<file path="config.mk">
export PLATFORM = sky130hd
export DESIGN_NAME = pmc_top
export DESIGN_NICKNAME = d
export VERILOG_FILES = /design/src/rtl/pmc_pkg.sv /design/src/rtl/pmc_sync.sv /design/src/rtl/pmc_datapath.sv /design/src/rtl/pmc_ctrl.sv /design/src/rtl/pmc_top.sv
export SDC_FILE = /design/constraint.sdc
export NUM_CORES = 1
export LEC_CHECK = 0
export ABC_CLOCK_PERIOD_IN_PS = 3900
export BUFFER_PORTS_ARGS = -buffer_cell sky130_fd_sc_hd__buf_2
export CORE_ASPECT_RATIO = 1.75
export CORE_MARGIN = 1
export CORE_UTILIZATION = 40
export CTS_BUF_LIST = sky130_fd_sc_hd__clkbuf_2 sky130_fd_sc_hd__clkbuf_4 sky130_fd_sc_hd__clkbuf_8
export CTS_CLUSTER_DIAMETER = 40
export DETAILED_ROUTE_END_ITERATION = 7
export GPL_TIMING_DRIVEN = 0
export SLEW_MARGIN = 5
export SYNTH_ARGS = -nofsm -noshare
export SYNTH_HDL_FRONTEND = slang
export SYNTH_SLANG_ARGS = --single-unit
</file>
<file path="constraint.sdc">
create_clock -name clk -period 3.9 [get_ports clk]
set_input_delay 0.195 -clock clk [delete_from_list [all_inputs] [get_ports clk]]
set_output_delay 0.195 -clock clk [all_outputs]
set_load 0.05 [all_outputs]
</file>
<file path="src/rtl/pmc_pkg.sv">
package pmc_pkg;

  typedef enum logic [1:0] {
    MODE_NORMAL  = 2'd0,
    MODE_PARTIAL = 2'd1,
    MODE_FULL    = 2'd2
  } pmcMode_e;

  // strobes from control to datapath
  typedef struct packed {
    logic loadPart;
    logic loadFull;
  } pmcStrobe_t;

endpackage

</file>
<file path="src/rtl/pmc_sync.sv">
module pmc_sync #(
  parameter int   STAGES  = 2,
  parameter logic RST_VAL = 1'b1
) (
  input  logic clk,
  input  logic rstN,
  input  logic d,
  output logic q
);
  logic [STAGES-1:0] chain;

  generate
    if (STAGES == 1) begin : g_one
      always_ff @(posedge clk or negedge rstN) begin
        if (!rstN) chain <= RST_VAL;
        else       chain <= d;
      end
    end else begin : g_many
      always_ff @(posedge clk or negedge rstN) begin
        if (!rstN) chain <= {STAGES{RST_VAL}};
        else       chain <= {chain[STAGES-2:0], d};
      end
    end
  endgenerate

  assign q = chain[STAGES-1];
endmodule

</file>
<file path="src/rtl/pmc_datapath.sv">
module pmc_datapath
  import pmc_pkg::*;
#(
  parameter int SYNC_STAGES = 2,
  parameter int CNT_W       = 5,
  parameter int PU_W        = 8,
  parameter int PU_PART_CYC = 34,
  parameter int PU_FULL_CYC = 200
) (
  input  logic             clk,
  input  logic             rstN,
  input  logic             csN,
  input  logic             sclk,
  input  pmcStrobe_t       strobe,
  output logic             csFall,
  output logic             csRise,
  output logic             sclkFallLow,
  output logic [CNT_W-1:0] edgeCnt,
  output logic             puDone,
  output logic             powering
);
  localparam logic [CNT_W-1:0] CNT_MAX  = {CNT_W{1'b1}};
  localparam logic [PU_W-1:0]  PU_PART  = PU_W'(PU_PART_CYC);
  localparam logic [PU_W-1:0]  PU_FULL  = PU_W'(PU_FULL_CYC);
  localparam logic [PU_W-1:0]  PU_ONE   = PU_W'(1);

  logic csSync, sclkSync, csPrev, sclkPrev;
  logic [PU_W-1:0] puCnt;

  pmc_sync #(.STAGES(SYNC_STAGES), .RST_VAL(1'b1)) u_csSync (
    .clk(clk), .rstN(rstN), .d(csN), .q(csSync));

  pmc_sync #(.STAGES(SYNC_STAGES), .RST_VAL(1'b1)) u_sclkSync (
    .clk(clk), .rstN(rstN), .d(sclk), .q(sclkSync));

  always_ff @(posedge clk or negedge rstN) begin
    if (!rstN) begin
      csPrev   <= 1'b1;
      sclkPrev <= 1'b1;
    end else begin
      csPrev   <= csSync;
      sclkPrev <= sclkSync;
    end
  end

  assign csFall      = csPrev & ~csSync;
  assign csRise      = ~csPrev & csSync;
  assign sclkFallLow = sclkPrev & ~sclkSync & ~csSync;

  // falling-edge counter, restarted by every frame start, saturating
  always_ff @(posedge clk or negedge rstN) begin
    if (!rstN)                               edgeCnt <= '0;
    else if (csFall)                         edgeCnt <= '0;
    else if (sclkFallLow && edgeCnt != CNT_MAX) edgeCnt <= edgeCnt + 1'b1;
  end

  // power-up delay on the system clock
  always_ff @(posedge clk or negedge rstN) begin
    if (!rstN)                 puCnt <= '0;
    else if (strobe.loadFull)  puCnt <= PU_FULL;
    else if (strobe.loadPart)  puCnt <= PU_PART;
    else if (puCnt != '0)      puCnt <= puCnt - 1'b1;
  end

  assign puDone   = (puCnt == PU_ONE);
  assign powering = (puCnt != '0);
endmodule

</file>
<file path="src/rtl/pmc_ctrl.sv">
module pmc_ctrl
  import pmc_pkg::*;
#(
  parameter int CNT_W        = 5,
  parameter int GLITCH_EDGES = 2,
  parameter int WAKE_EDGES   = 10,
  parameter int DONE_EDGES   = 14
) (
  input  logic             clk,
  input  logic             rstN,
  input  logic             csFall,
  input  logic             csRise,
  input  logic             sclkFallLow,
  input  logic [CNT_W-1:0] edgeCnt,
  input  logic             puDone,
  input  logic             powering,
  output pmcStrobe_t       strobe,
  output pmcMode_e         mode,
  output logic             convValid,
  output logic             convAbort
);
  localparam logic [CNT_W-1:0] GLITCH_N = CNT_W'(GLITCH_EDGES);
  localparam logic [CNT_W-1:0] WAKE_N   = CNT_W'(WAKE_EDGES);
  localparam logic [CNT_W-1:0] WAKE_PRE = CNT_W'(WAKE_EDGES - 1);
  localparam logic [CNT_W-1:0] DONE_N   = CNT_W'(DONE_EDGES);

  pmcMode_e modeNxt;
  logic     validNxt, abortNxt, frameOk, wakeHit;

  // a frame counts as a real conversion only if it began fully powered
  always_ff @(posedge clk or negedge rstN) begin
    if (!rstN)       frameOk <= 1'b1;
    else if (csFall) frameOk <= (mode == MODE_NORMAL) && !powering;
  end

  // the edge about to become the wake threshold starts a power-up
  assign wakeHit = sclkFallLow && (edgeCnt == WAKE_PRE)
                   && (mode != MODE_NORMAL) && !powering;
  assign strobe.loadPart = wakeHit && (mode == MODE_PARTIAL);
  assign strobe.loadFull = wakeHit && (mode == MODE_FULL);

  always_comb begin
    modeNxt  = mode;
    validNxt = 1'b0;
    abortNxt = 1'b0;
    if (puDone) begin
      modeNxt = MODE_NORMAL;
    end else if (csRise && !powering) begin
      unique case (mode)
        MODE_NORMAL: begin
          if (frameOk) begin
            if (edgeCnt >= DONE_N) begin
              validNxt = 1'b1;
            end else if (edgeCnt >= WAKE_N) begin
              abortNxt = 1'b1;
            end else if (edgeCnt >= GLITCH_N) begin
              modeNxt  = MODE_PARTIAL;
              abortNxt = 1'b1;
            end
          end
        end
        MODE_PARTIAL: begin
          if (edgeCnt >= GLITCH_N && edgeCnt < WAKE_N) modeNxt = MODE_FULL;
        end
        default: ;
      endcase
    end
  end

  always_ff @(posedge clk or negedge rstN) begin
    if (!rstN) begin
      mode      <= MODE_NORMAL;
      convValid <= 1'b0;
      convAbort <= 1'b0;
    end else begin
      mode      <= modeNxt;
      convValid <= validNxt;
      convAbort <= abortNxt;
    end
  end
endmodule

</file>
<file path="src/rtl/pmc_top.sv">
module pmc_top
  import pmc_pkg::*;
#(
  parameter int SYNC_STAGES  = 2,
  parameter int CNT_W        = 5,
  parameter int GLITCH_EDGES = 2,
  parameter int WAKE_EDGES   = 10,
  parameter int DONE_EDGES   = 14,
  parameter int PU_PART_CYC  = 34,
  parameter int PU_FULL_CYC  = 200
) (
  input  logic       clk,
  input  logic       rstN,
  input  logic       csN,
  input  logic       sclk,
  output logic [1:0] mode,
  output logic       convValid,
  output logic       convAbort,
  output logic       powering
);
  localparam int PU_W = $clog2(PU_FULL_CYC + 1);

  pmcStrobe_t       strobe;
  pmcMode_e         modeQ;
  logic             csFall, csRise, sclkFallLow, puDone;
  logic [CNT_W-1:0] edgeCnt;

  pmc_datapath #(
    .SYNC_STAGES(SYNC_STAGES), .CNT_W(CNT_W), .PU_W(PU_W),
    .PU_PART_CYC(PU_PART_CYC), .PU_FULL_CYC(PU_FULL_CYC)
  ) u_dp (
    .clk(clk), .rstN(rstN), .csN(csN), .sclk(sclk), .strobe(strobe),
    .csFall(csFall), .csRise(csRise), .sclkFallLow(sclkFallLow),
    .edgeCnt(edgeCnt), .puDone(puDone), .powering(powering)
  );

  pmc_ctrl #(
    .CNT_W(CNT_W), .GLITCH_EDGES(GLITCH_EDGES),
    .WAKE_EDGES(WAKE_EDGES), .DONE_EDGES(DONE_EDGES)
  ) u_ctrl (
    .clk(clk), .rstN(rstN), .csFall(csFall), .csRise(csRise),
    .sclkFallLow(sclkFallLow), .edgeCnt(edgeCnt), .puDone(puDone),
    .powering(powering), .strobe(strobe), .mode(modeQ),
    .convValid(convValid), .convAbort(convAbort)
  );

  assign mode = modeQ;
endmodule

</file>
======== Word-level counts from Yosys, hierarchy flattened ========
Cells that the tools add are included.
storage, ports and cells
  bits in registers ....................... 24
  output and inout port bits .............. 5
cells by class
  $lt $le $gt $ge ......................... 4
  $add $sub $neg .......................... 2
  reduce and logical (&&, ||, !) cells .... 18
  muxes and demuxes ....................... 25
  eq/ne operators ......................... 10
  bitwise operators ....................... 7
operator list
  cell                                                                                  number
  8-bit 2-to-1 mux                                                                      3
  2-bit 2-to-1 mux                                                                      7
  1-bit 2-to-1 mux                                                                      12
  3-bit inequality test (second input constant)                                         4
  5-bit by 4-bit greater-or-equal comparator with 1-bit output (second input constant)  2
  5-bit 2-to-1 mux                                                                      2
  1-bit logical AND                                                                     9
  8-bit by 1-bit equality test with 1-bit output (second input constant)                1
  8-bit nonzero test                                                                    1
  8-bit by 1-bit subtractor with 8-bit output (second input constant)                   1
  7-bit AND reduction                                                                   1
  2-bit nonzero test                                                                    3
  3-bit nonzero test                                                                    2
  5-bit by 1-bit adder with 5-bit output (second input constant)                        1
  5-bit by 4-bit equality test with 1-bit output (second input constant)                1
  5-bit by 2-bit greater-or-equal comparator with 1-bit output (second input constant)  1
  5-bit by 4-bit less-than comparator with 1-bit output (second input constant)         1
  5-bit inequality test (second input constant)                                         1
  1-bit bitwise AND                                                                     4
  2-bit one-hot mux with 2 select lines                                                 1
  3-bit by 2-bit inequality test with 1-bit output (second input constant)              1
  1-bit NOT                                                                             3
  2-bit by 1-bit equality test with 1-bit output (second input constant)                1
  2-bit equality test (second input constant)                                           1
  other kinds (2)                                                                       2

======== Longest topological paths before layout ========
Gate-level depths: netlist of run 1.
  depth in word-level cells ............... 9
  mapped depth ............................ 7
  depth with buffers taken out ............ 7

======== Cells and area by module ========
A second synthesis of run 1 with hierarchy kept.
second synthesis, totals
  cell total of the unflattened synthesis .. 111
  area total of the unflattened synthesis .. 1228.7 sq um
by module, submodules not included
  module        area each (sq um)  instances  cells each  seq. area each (sq um)
  pmc_datapath  843.3              1          81          377.9
  pmc_ctrl      280.3              1          26          126.4
  pmc_sync      52.6               2          2           52.6

======== Least setup slack after synthesis of run 1 ========
Ideal clock, no wire load.
  path kind ............................... register to register
  from .................................... register u_dp.edgeCnt[1]
  to ...................................... register u_dp.edgeCnt[3]
  path slack .............................. 1.974 ns
  period minus slack after synthesis ...... 1.926 ns
  stages on the path, launching flop included .. 8
  required time ........................... 3.767 ns
  arrival ................................. 1.793 ns
  buffers on the path ..................... 0
  path through ............................ dfrtp_1 ha_1 and3_1 ha_1 nor4b_2 nand4_1 xor2_1 nor2_1
between the ends
  longest elaborated chain between the ends .. 3
ends and longest elaborated chain
  what                                                                                    line                text
  start: declaration                                                                      pmc_datapath.sv:18  output logic [CNT_W-1:0] edgeCnt,
  start signal: assignment                                                                pmc_datapath.sv:54  else if (sclkFallLow && edgeCnt != CNT_MAX) edgeCnt <= edgeCnt + 1'b1;
  5-bit by 1-bit adder with 5-bit output / 5-bit inequality test (equally long branches)  pmc_datapath.sv:54
  5-bit 2-to-1 mux / 1-bit logical AND (equally long branches)                            pmc_datapath.sv:54
  5-bit 2-to-1 mux / 2-bit nonzero test (equally long branches)                           --
Parallel ways exist; a longest one is shown, timed or not. The select of a mux whose other input is x is not followed.
A chain may end at the register's enable or synchronous reset.

======== Final worst setup path of run 1 ========
Same ends and word-level chain as after synthesis.

==> results of run 1 <==
synth_stat cells (all sizes together):
master	number	share of area (%)
o21ai	3	1.6
nor4b	2	2.0
nand4b	1	0.73
dfstp	7	15
buf	1	0.41
a31oi	1	0.52
nor3b	2	1.7
nor2	16	5.0
dfrtp	17	35
nand3	1	0.83
o211a	1	0.83
nand4bb	1	0.93
a31o	1	0.73
nor4bb	1	0.83
clkbuf	2	0.62
nand4	2	1.0
nand2b	1	0.52
nor2b	1	0.52
and3	2	1.0
and2	1	0.52
nor3	3	1.2
or4b	1	1.1
o211ai	3	1.9
a211oi	1	0.62
o21a	1	0.62
nor4	3	2.1
mux2	2	1.9
or3	1	0.52
a21oi	2	0.83
xor2	2	1.5
a41oi	1	0.73
inv	6	1.9
nand2	5	1.6
or4	2	1.2
xnor2	5	3.6
mux2i	2	1.7
ha	6	6.2
cell usage in the layout, fill, tap and decap left out, types with 2 or more instances in the layout:
master,n
ha_1,6
nand2_1,5
clkbuf_1,2
o211ai_1,3
nor3_1,3
inv_1,5
nor2_1,16
buf_2,9
nand4_1,2
xor2_1,2
a21oi_1,2
mux2i_1,2
mux2_2,2
or4_1,2
clkbuf_8,4
o21ai_0,2
nor4_1,2
xnor2_1,5
and3_1,2
dfrtp_1,17
dfstp_2,7
kinds of logic (layout without fill, tap and decap cells):
logic type	count (synthesis)	count (layout)	share of synthesized area [%]
compound gates	14	14	8.309
xor+xnor	7	7	5.088
fa+ha+maj	6	6	6.230
buf+inv	9	22	2.907
flops	24	24	50.57
mux	4	4	3.531
simple gates	46	46	23.36
state kept, by name (all words and copies together), names as in the netlist:
signal	flops
u_ctrl.convAbort	1
u_ctrl.convValid	1
u_ctrl.frameOk	1
u_ctrl.mode	2
u_dp.csPrev	1
u_dp.edgeCnt	5
u_dp.puCnt	8
u_dp.sclkPrev	1
u_dp.u_csSync.chain	2
u_dp.u_sclkSync.chain	2
how the worst max path moves through the flow:
stage / from / end / cells past startpoint / slack (ns)
2_1_floorplan: u_dp.edgeCnt[1] / u_dp.edgeCnt[3] / 7 / 1.97
3_3_place_gp: u_dp.edgeCnt[1] / u_dp.edgeCnt[3] / 7 / 1.74
3_5_place_dp: u_dp.edgeCnt[1] / u_dp.edgeCnt[3] / 7 / 1.72
6_report: u_dp.edgeCnt[1] / u_dp.edgeCnt[3] / 7 / 1.73
4_1_cts: u_dp.edgeCnt[1] / u_dp.edgeCnt[3] / 7 / 1.70
5_1_grt: u_dp.edgeCnt[1] / u_dp.edgeCnt[2] / 7 / 1.53
metal layers:
metal  up-vias  track usage (%)  share of wire [%]
met1       425            16.59                 38
met3         5            2.184                2.8
met2        14            29.80                 58
met4         0            6.250                1.7
li1        413                -                  -
met5         -                0                  0
power by group:
| part | internal (µW) | switching [µW] | total (µW) |
|---|---|---|---|
| combinational | 115 | 152 | 267 |
| clock | 90.1 | 76.9 | 167 |
| sequential | 309 | 65.2 | 374 |
timing repair:
item | CTS | global route
buffers inserted | 0 | 0
hold endpoints to repair | 17 | 0
hold buffers | 1 | 0
area by class of cell:
cell class,instances,area (µm²)
Buffer,3,12.51
Clock buffer,4,55.05
Fill cell,278,1550
Timing Repair Buffer,9,50.05
Inverter,6,22.52
Multi-Input combinational cell,77,560.5
Sequential cell,24,609.3
Tap cell,28,35.03
per-stage QoR:
stage               hold slack, ns  setup slack, ns  instances
floorplan                  -0.1006            1.974        110
global placement            0.1977            1.739        146
detailed placement          0.2036            1.725        146
CTS                        0.01509            1.704        151
global route               0.01541            1.533        151
finish                     0.02005            1.734        151
==> run_results.csv, run 1 <==
group,metric,value,unit
placement,postPlaceCellArea,0.001280,mm²
setup_path,slowest_stage,"nor4b_2",
synth,synth_cell_type_count,42,
outcome,status,"complete, no violations",
setup_path,r2r_end,"u_dp.edgeCnt[3]",
grt,grt_start_max_net_pins,25,
floorplanning,die-width,43.49,µm
setup_path,cpLargestDelayFamily,"simple AND/OR/NAND/NOR gates",
synth,synth_nets,120,
timing,min_period,2.166,ns
setup_path,crit_path_end_kind,"register",
timing,finalMaxSlewViolations,0,
clocking,cts.sinks,24,
grt,grt_use_total,15.56,%
floorplanning,rows,26,
timing,fin_setup_tns,0,ns
timing,post-route-period-util,55.53,%
hold_path,min-delay-start,"sclk",
detailed_routing,drc,0,
setup_path,r2r-start,"u_dp.edgeCnt[1]",
synth,yosysWarnings,0,
power,power_density,600.6,mW/mm²
cells_and_area,n_antenna_cell,0,
hold_path,whs_path_depth,1,
setup_path,r2r_slack,1.73,ns
detailed_routing,drt_iter0_drc,35,
power,power,807.8,µW
setup_path,cp_max_fo,8,
floorplanning,io_pins,9,
grt,antenna_found_initial,0,
placement,port_buffers,8,
setup_path,crit_type,"register to register",
floorplanning,die_h,74.61,µm
cells_and_area,final_core_util,46.46,%
grt,grt_pass1_wl,3781,µm
power,power_leakage,0.0006012,µW
cells_and_area,drive_above_1_share,24.39,%
clocking,path_clk_slew,0.08,ns
placement,dp_hpwl,1615,µm
setup_path,cp_common_cell,"ha_1",
floorplanning,core-area,0.002895,mm²
timing,grt_setup_unrepaired,"no",
setup_path,critPathMaxStageDelay,0.57,ns
synth,seq_area_frac_synth,50.57,%
clocking,htreeDepth,1,
synth,syn_inst,110,
setup_path,rr_worst_depth,7,
setup_path,worstPathCellList,"ha_1 -> and3_1 -> ha_1 -> nor4b_2 -> nand4_1 -> xor2_1 -> nor2_1",
setup_path,start_kind,"register",
clocking,clockBufferDepth,2,
power,ir_worst_vdd,299.8,µV
setup_path,arrival,2.30,ns
timing,fin_skew,0.001626,ns
timing,finalHoldViolCount,0,
clocking,cts_tree,"yes",
timing,fmax,0.4617,GHz
placement,routabilityCongestion,0.7418,
cells_and_area,fin_nets,134,
synth,syn_area,0.001205,mm²
clocking,numCtsBuffers,3,
detailed_routing,firstDrtPassIters,4,
detailed_routing,ant_nets,0,
hold_path,min_to,"u_dp.u_sclkSync.chain[0]",
detailed_routing,wire_per_inst,14.20,µm
timing,setup_violations,0,
floorplanning,initial_utilization,41.62,%
timing,slew_headroom,55.73,%
hold_path,worst_hold_path_type,"input port to register",
detailed_routing,vias_per_cell,5.675,
cells_and_area,final_area,0.001345,mm²
timing,max_slew.worst_pin.slew,0.6623,ns
clocking,clk_latency,0.26,ns
cells_and_area,area_growth,11.63,%
setup_path,critPathRequiredTime,4.04,ns
detailed_routing,drt-total-wl,2144,µm
synth,avgSynthCellArea,10.95,µm²
grt,grt_remaining_overflow,0,
grt,grt_pass1_vias,879,
detailed_routing,routed-via-count,857,
clocking,cts-root-buf,"clkbuf_8",
flow_run,maxCapViolCount,0,
synth,ys_seq_elements,24,
floorplanning,die_area,0.003245,mm²
clocking,postCtsResizedCells,0,
setup_path,cp.buffers_inverters,0,
No activity file was read; power rests on OpenSTA's default activity.
==> run 2, diff against run 1 <==
Settings changed: ABC_CLOCK_PERIOD_IN_PS 3900 to 2100.
Clock period 3.9 ns to 2.1 ns, I/O delays scaled along.
==> run 2 against run 1 <==
Against the previous run:
- first-iteration DRC count fell by 8.6%
- core utilization rose by 2.0 points
- largest power group unchanged
- final cell count rose by 3.3%
- critical path type unchanged
- flip-flop and latch count did not move
- wire length rose by 3.0%
==> run_results.csv, run 2 (synthesis gave the netlist of run 1 again) <==
group,metric,value,unit
cells_and_area,largest_reg_flops,8,
grt,grt_use_total,15.66,%
detailed_routing,drt_iter0_drc,32,
power,power,1535,µW
cells_and_area,fillCellCount,277,
clocking,cts-root-buf,"clkbuf_8",
floorplanning,rows,26,
placement,dp_hpwl,1615,µm
outcome,status,"complete, no violations",
placement,port_buffers,8,
setup_path,crit_type,"register to register",
floorplanning,core-area,0.002895,mm²
grt,grt_pass1_vias,880,
floorplanning,initial_utilization,41.62,%
setup_path,start_kind,"register",
floorplanning,die_area,0.003245,mm²
hold_path,worst_hold_path_type,"input port to asynchronous set/reset pin",
grt,antenna_found_initial,0,
setup_path,critPathRequiredTime,2.24,ns
detailed_routing,routed-via-count,887,
cells_and_area,multiInputGateArea,575.6,µm²
timing,min_period,1.968,ns
setup_path,cp_max_fo,10,
grt,grt_remaining_overflow,0,
grt,grt_pass1_wl,3801,µm
timing,finalMaxSlewViolations,0,
power,power_density,1093,mW/mm²
power,power_leakage,0.0006317,µW
clocking,numCtsBuffers,3,
timing,post-route-period-util,93.71,%
setup_path,crit_path_end_kind,"register",
power,ir_worst_vdd,560.8,µV
floorplanning,die_h,74.61,µm
cells_and_area,drive_above_1_share,26.56,%
detailed_routing,ant_nets,0,
cells_and_area,fin_nets,139,
cells_and_area,area_growth,16.51,%
timing,grt_setup_unrepaired,"no",
clocking,path_clk_slew,0.08,ns
timing,max_slew.worst_pin.slew,0.5459,ns
floorplanning,io_pins,9,
timing,slew_headroom,63.09,%
clocking,cts_tree,"yes",
detailed_routing,wire_per_inst,14.15,µm
cells_and_area,n_antenna_cell,0,
grt,grt_start_max_net_pins,25,
detailed_routing,vias_per_cell,5.686,
timing,fin_skew,0.001860,ns
clocking,clockBufferDepth,2,
cells_and_area,reg.largest.list,"u_dp.puCnt x8, u_dp.edgeCnt x5",
detailed_routing,firstDrtPassIters,4,
cells_and_area,final_core_util,48.49,%
timing,fmax,0.5082,GHz
clocking,htreeDepth,1,
flow_run,maxCapViolCount,0,
cells_and_area,layout_common_cells,"nor2_1, dfrtp_1, buf_2",
floorplanning,die-width,43.49,µm
placement,routabilityCongestion,0.7418,
cells_and_area,regMostFlops,"u_dp.puCnt",
cells_and_area,ff_latch_area,610.6,µm²
detailed_routing,drt-total-wl,2208,µm
clocking,clk_latency,0.26,ns
clocking,cts.sinks,24,
setup_path,arrival,2.11,ns
timing,setup_violations,0,
timing,finalHoldViolCount,0,
detailed_routing,drc,0,
==> run 2: changes by cell type in the layout (fill, tap and decap cells not counted) <==
cell           before  now
nor4b_4             0    1
dlygate4sd3_1       1    3
nor3b_2             1    0
nor3b_4             0    1
nor4b_2             1    0
dfrtp_2             0    1
dfrtp_1            17   16
buf_4               0    3
==> run 2: path summary, 6_finish.rpt <==
check / from / slack, ns / to / cells after the start
min reg2reg: u_dp.u_csSync.chain[0] / 0.36 / u_dp.u_csSync.chain[1] / 0
min in group clk: u_dp.u_csSync.chain[0] / 0.36 / u_dp.u_csSync.chain[1] / 0
min: rstN / 0.35 / u_dp.puCnt[3] / 2
max reg2reg: u_dp.puCnt[1] / 0.13 / u_ctrl.convAbort / 7
max: u_dp.puCnt[1] / 0.13 / u_ctrl.convAbort / 7
max in group asynchronous: rstN / 1.37 / u_dp.edgeCnt[1] / 2
==> run 2: timing repair <==
action	4_1_cts	5_1_grt
setup buffers	0	3
endpoints found under the hold margin	19	0
pin swaps	0	1
cloned	0	0
setup endpoints to repair	2	6
hold buffers	3	0
gates resized for setup	1	2
==> run 2: area by class of cell <==
class                           count  share of cell area, %
Sequential cell                    24                  43.49
Multi-Input combinational cell     77                  41.00
Timing Repair Buffer               14                  6.595
Clock buffer                        4                  3.922
Tap cell                           28                  2.496
Inverter                            6                  1.604
Buffer                              3                 0.8913
==> run 2: stage by stage <==
step	setup slack, ns	hold slack, ns	cell area (µm²)	TNS [ns]	std cells
2_1_floorplan	0.1744	-0.1906	1205	0	110
3_3_place_gp	-0.06075	0.1077	1280	-0.07518	146
3_5_place_dp	-0.07529	0.1136	1280	-0.1123	146
4_1_cts	0.008321	0.3585	1374	0	153
5_1_grt	0.01216	0.3648	1404	0	156
6_report	0.1322	0.3497	1404	0	156
==> run 2: critical path, stage by stage (launching register included) <==
cell	delay [ns]
dfrtp_1	0.42
inv_1	0.09
ha_1	0.17
nor3b_4	0.24
and2_1	0.18
buf_2	0.23
nand4_1	0.16
nor4_1	0.35
==> run 2: power by group <==
group,leakage [µW],internal (µW),switching [µW],total [µW]
sequential,0.000293,574,129,704
clock,0.0000288,167,140,307
combinational,0.000310,238,286,524
==> run 2: per-layer routing <==
layer	vias to the layer above	GRT usage, %	part of all wire (%)
met1	448	16.59	39
met3	2	2.184	2.4
met4	0	6.250	0.72
met5	-	0	0
li1	424	-	-
met2	13	30.13	58
==> run 3, diff against run 2 <==
--- a/config.mk
+++ b/config.mk
@@ -6,10 +6,9 @@
 export NUM_CORES = 1
 export LEC_CHECK = 0
-export ABC_CLOCK_PERIOD_IN_PS = 2100
+export ABC_CLOCK_PERIOD_IN_PS = 2000
 export BUFFER_PORTS_ARGS = -buffer_cell sky130_fd_sc_hd__buf_2
 export CORE_ASPECT_RATIO = 1.75
 export CORE_MARGIN = 1
 export CORE_UTILIZATION = 40
-export CTS_BUF_LIST = sky130_fd_sc_hd__clkbuf_2 sky130_fd_sc_hd__clkbuf_4 sky130_fd_sc_hd__clkbuf_8
 export CTS_CLUSTER_DIAMETER = 40
 export DETAILED_ROUTE_END_ITERATION = 7
==> constraint.sdc (replaced) <==
create_clock -name clk -period 2 [get_ports clk]
set_input_delay 0.3 -clock clk [delete_from_list [all_inputs] [get_ports clk]]
set_output_delay 0.3 -clock clk [all_outputs]
set_load 0.05 [all_outputs]
==> run 3 against run 2 <==
Against the previous run:
- wire length increased by 3.9%
- clock-buffer cell count is the same
- clock power up 6%
- power is 7.3% higher
- first-iteration DRC count is 19% lower
- sequential power grew 4.5%
- final area is 1.6% higher
- largest cell class unchanged
- final cell count grew 1.3%
- combinational power increased by 12%
- global-route usage increased by 0.050 points
- via count did not move
- largest power group unchanged
- flip-flop and latch count unchanged
==> run_results.csv, run 3 (synthesis gave the netlist of run 1 again) <==
group,metric,value,unit
outcome,status,"complete, no violations",
placement,port_buffers,8,
placement,postPlaceCellArea,0.001280,mm²
setup_path,r2r_slack,0.11,ns
detailed_routing,drt_iter0_drc,26,
cells_and_area,n_antenna_cell,0,
setup_path,cp_max_fo,6,
cells_and_area,fin_nets,141,
power,comb_power_share,35.6,%
power,clock_power_share,19.8,%
timing,grt_setup_unrepaired,"no",
setup_path,crit_path_end_kind,"output pin",
detailed_routing,routed-via-count,887,
grt,grt_pass1_vias,873,
floorplanning,rows,26,
detailed_routing,firstDrtPassIters,5,
clocking,clk_latency,0.26,ns
power,power.internal,1050,µW
grt,antenna_found_initial,0,
placement,dp_slack,-0.1753,ns
power,ir_worst_vdd,633.9,µV
floorplanning,core-area,0.002895,mm²
timing,fin_hold_ws,0.007574,ns
setup_path,crit_type,"register to output pin",
grt,grt_remaining_overflow,0,
timing,finalMaxSlewViolations,0,
cells_and_area,layout_common_cells,"nor2_1, dfrtp_1, buf_4",
clocking,cts-root-buf,"clkbuf_8",
timing,min_period,1.890,ns
detailed_routing,vias_per_cell,5.614,
timing,fin_skew,0.001487,ns
flow_run,maxCapViolCount,0,
setup_path,start_kind,"register",
power,power_leakage,0.0006376,µW
power,p_seq_share,44.7,%
power,power_density,1155,mW/mm²
cells_and_area,regMostFlops,"u_dp.puCnt",
power,power_switching,596.9,µW
cells_and_area,final_area,0.001426,mm²
hold_path,worst_hold_path_type,"input port to asynchronous set/reset pin",
floorplanning,initial_utilization,41.62,%
detailed_routing,wire_per_inst,14.52,µm
grt,grt_start_max_net_pins,25,
setup_path,r2r_end,"u_dp.edgeCnt[4]",
detailed_routing,ant_nets,0,
power,power,1647,µW
setup_path,arrival,1.59,ns
clocking,numCtsBuffers,3,
cells_and_area,final_cells,158,
timing,slew_headroom,62.36,%
detailed_routing,drt-total-wl,2294,µm
grt,grt_use_total,15.71,%
setup_path,critPathRequiredTime,1.70,ns
clocking,clockBufferDepth,2,
detailed_routing,drc,0,
clocking,cts_tree,"yes",
timing,fmax,0.5290,GHz
timing,finalHoldViolCount,0,
placement,dp_hpwl,1615,µm
timing,max_slew.worst_pin.slew,0.5568,ns
setup_path,r2r-start,"u_dp.edgeCnt[0]",
placement,post-place-cells,146,
cells_and_area,final_common_cell,"nor2_1",
floorplanning,die-width,43.49,µm
grt,grt_pass1_wl,3801,µm
clocking,cts.sinks,24,
cells_and_area,reg.largest.list,"u_dp.puCnt x8, u_dp.edgeCnt x5",
clocking,path_clk_slew,0.08,ns
timing,post-route-period-util,94.52,%
floorplanning,die_h,74.61,µm
placement,routabilityCongestion,0.7418,
cells_and_area,drive_above_1_share,33.85,%
floorplanning,die_area,0.003245,mm²
clocking,htreeDepth,1,
setup_path,rr_worst_depth,8,
cells_and_area,area_growth,18.38,%
power,swShare,36.24,%
floorplanning,io_pins,9,
cells_and_area,largest_reg_flops,8,
timing,worst_slack,0.1095,ns
timing,setup_violations,0,
## run 3: cell count changes in the layout (fill, tap and decap cells not counted), sizes merged
cell / before / now
clkbuf: 6 / 7
dlygate4sd3: 3 / 0
buf: 12 / 16
## run 3: area by class of cell
cell class,instances,area (µm²)
Clock buffer,4,55.05
Tap cell,28,35.03
Inverter,6,22.52
Sequential cell,24,613.1
Multi-Input combinational cell,77,583.1
Fill cell,277,1469
Timing Repair Buffer,16,102.6
Buffer,3,15.01
## run 3: timing repair
action / in CTS / in global routing
setup buffers: 1 / 7
pin swaps: 0 / 3
resized for setup: 2 / 9
endpoints found under the setup margin: 10 / 9
hold buffers: 0 / 0
## run 3: per-layer routing
layer  vias up  routed length, µm  global-route usage, %
met5         -                  0                      0
met4         0                 16                  6.250
met3         2                 37                  2.184
met2         9               1381                  29.63
met1       445                858                  17.21
li1        431                  -                      -
## run 3: power by group through the flow
stage          clock network (µW)  registers, µW  logic [µW]
2_1_floorplan                   0            769         362
3_3_place_gp                    0            731         511
3_5_place_dp                    0            741         527
4_1_cts                       336            739         549
5_1_grt                       349            754         660
6_report                      326            736         586
## run 3: worst max path at each step
stage	slack [ns]	startpoint	depth (start not counted)	end
6_report	0.11	u_dp.puCnt[0]	6	powering
5_1_grt	0.006	u_dp.edgeCnt[0]	8	u_dp.edgeCnt[3]
3_5_place_dp	-0.18	u_dp.edgeCnt[1]	7	u_dp.edgeCnt[3]
4_1_cts	-0.02	u_dp.edgeCnt[1]	7	u_dp.edgeCnt[3]
2_1_floorplan	0.07	u_dp.edgeCnt[1]	7	u_dp.edgeCnt[3]
3_3_place_gp	-0.16	u_dp.edgeCnt[1]	7	u_dp.edgeCnt[3]
## run 3: critical path, cell delays in order (launching register included)
cell	delay [ns]
dfrtp_2	0.45
inv_1	0.07
ha_1	0.17
nor3b_4	0.22
and2_4	0.18
inv_2	0.06
buf_4	0.19
## run 3: through the flow
stage               TNS [ns]  util, %
finish                     0    49.27
global route               0    49.27
CTS                 -0.02290    46.89
detailed placement   -0.4784    44.21
global placement     -0.3215    44.21
floorplan                  0        -
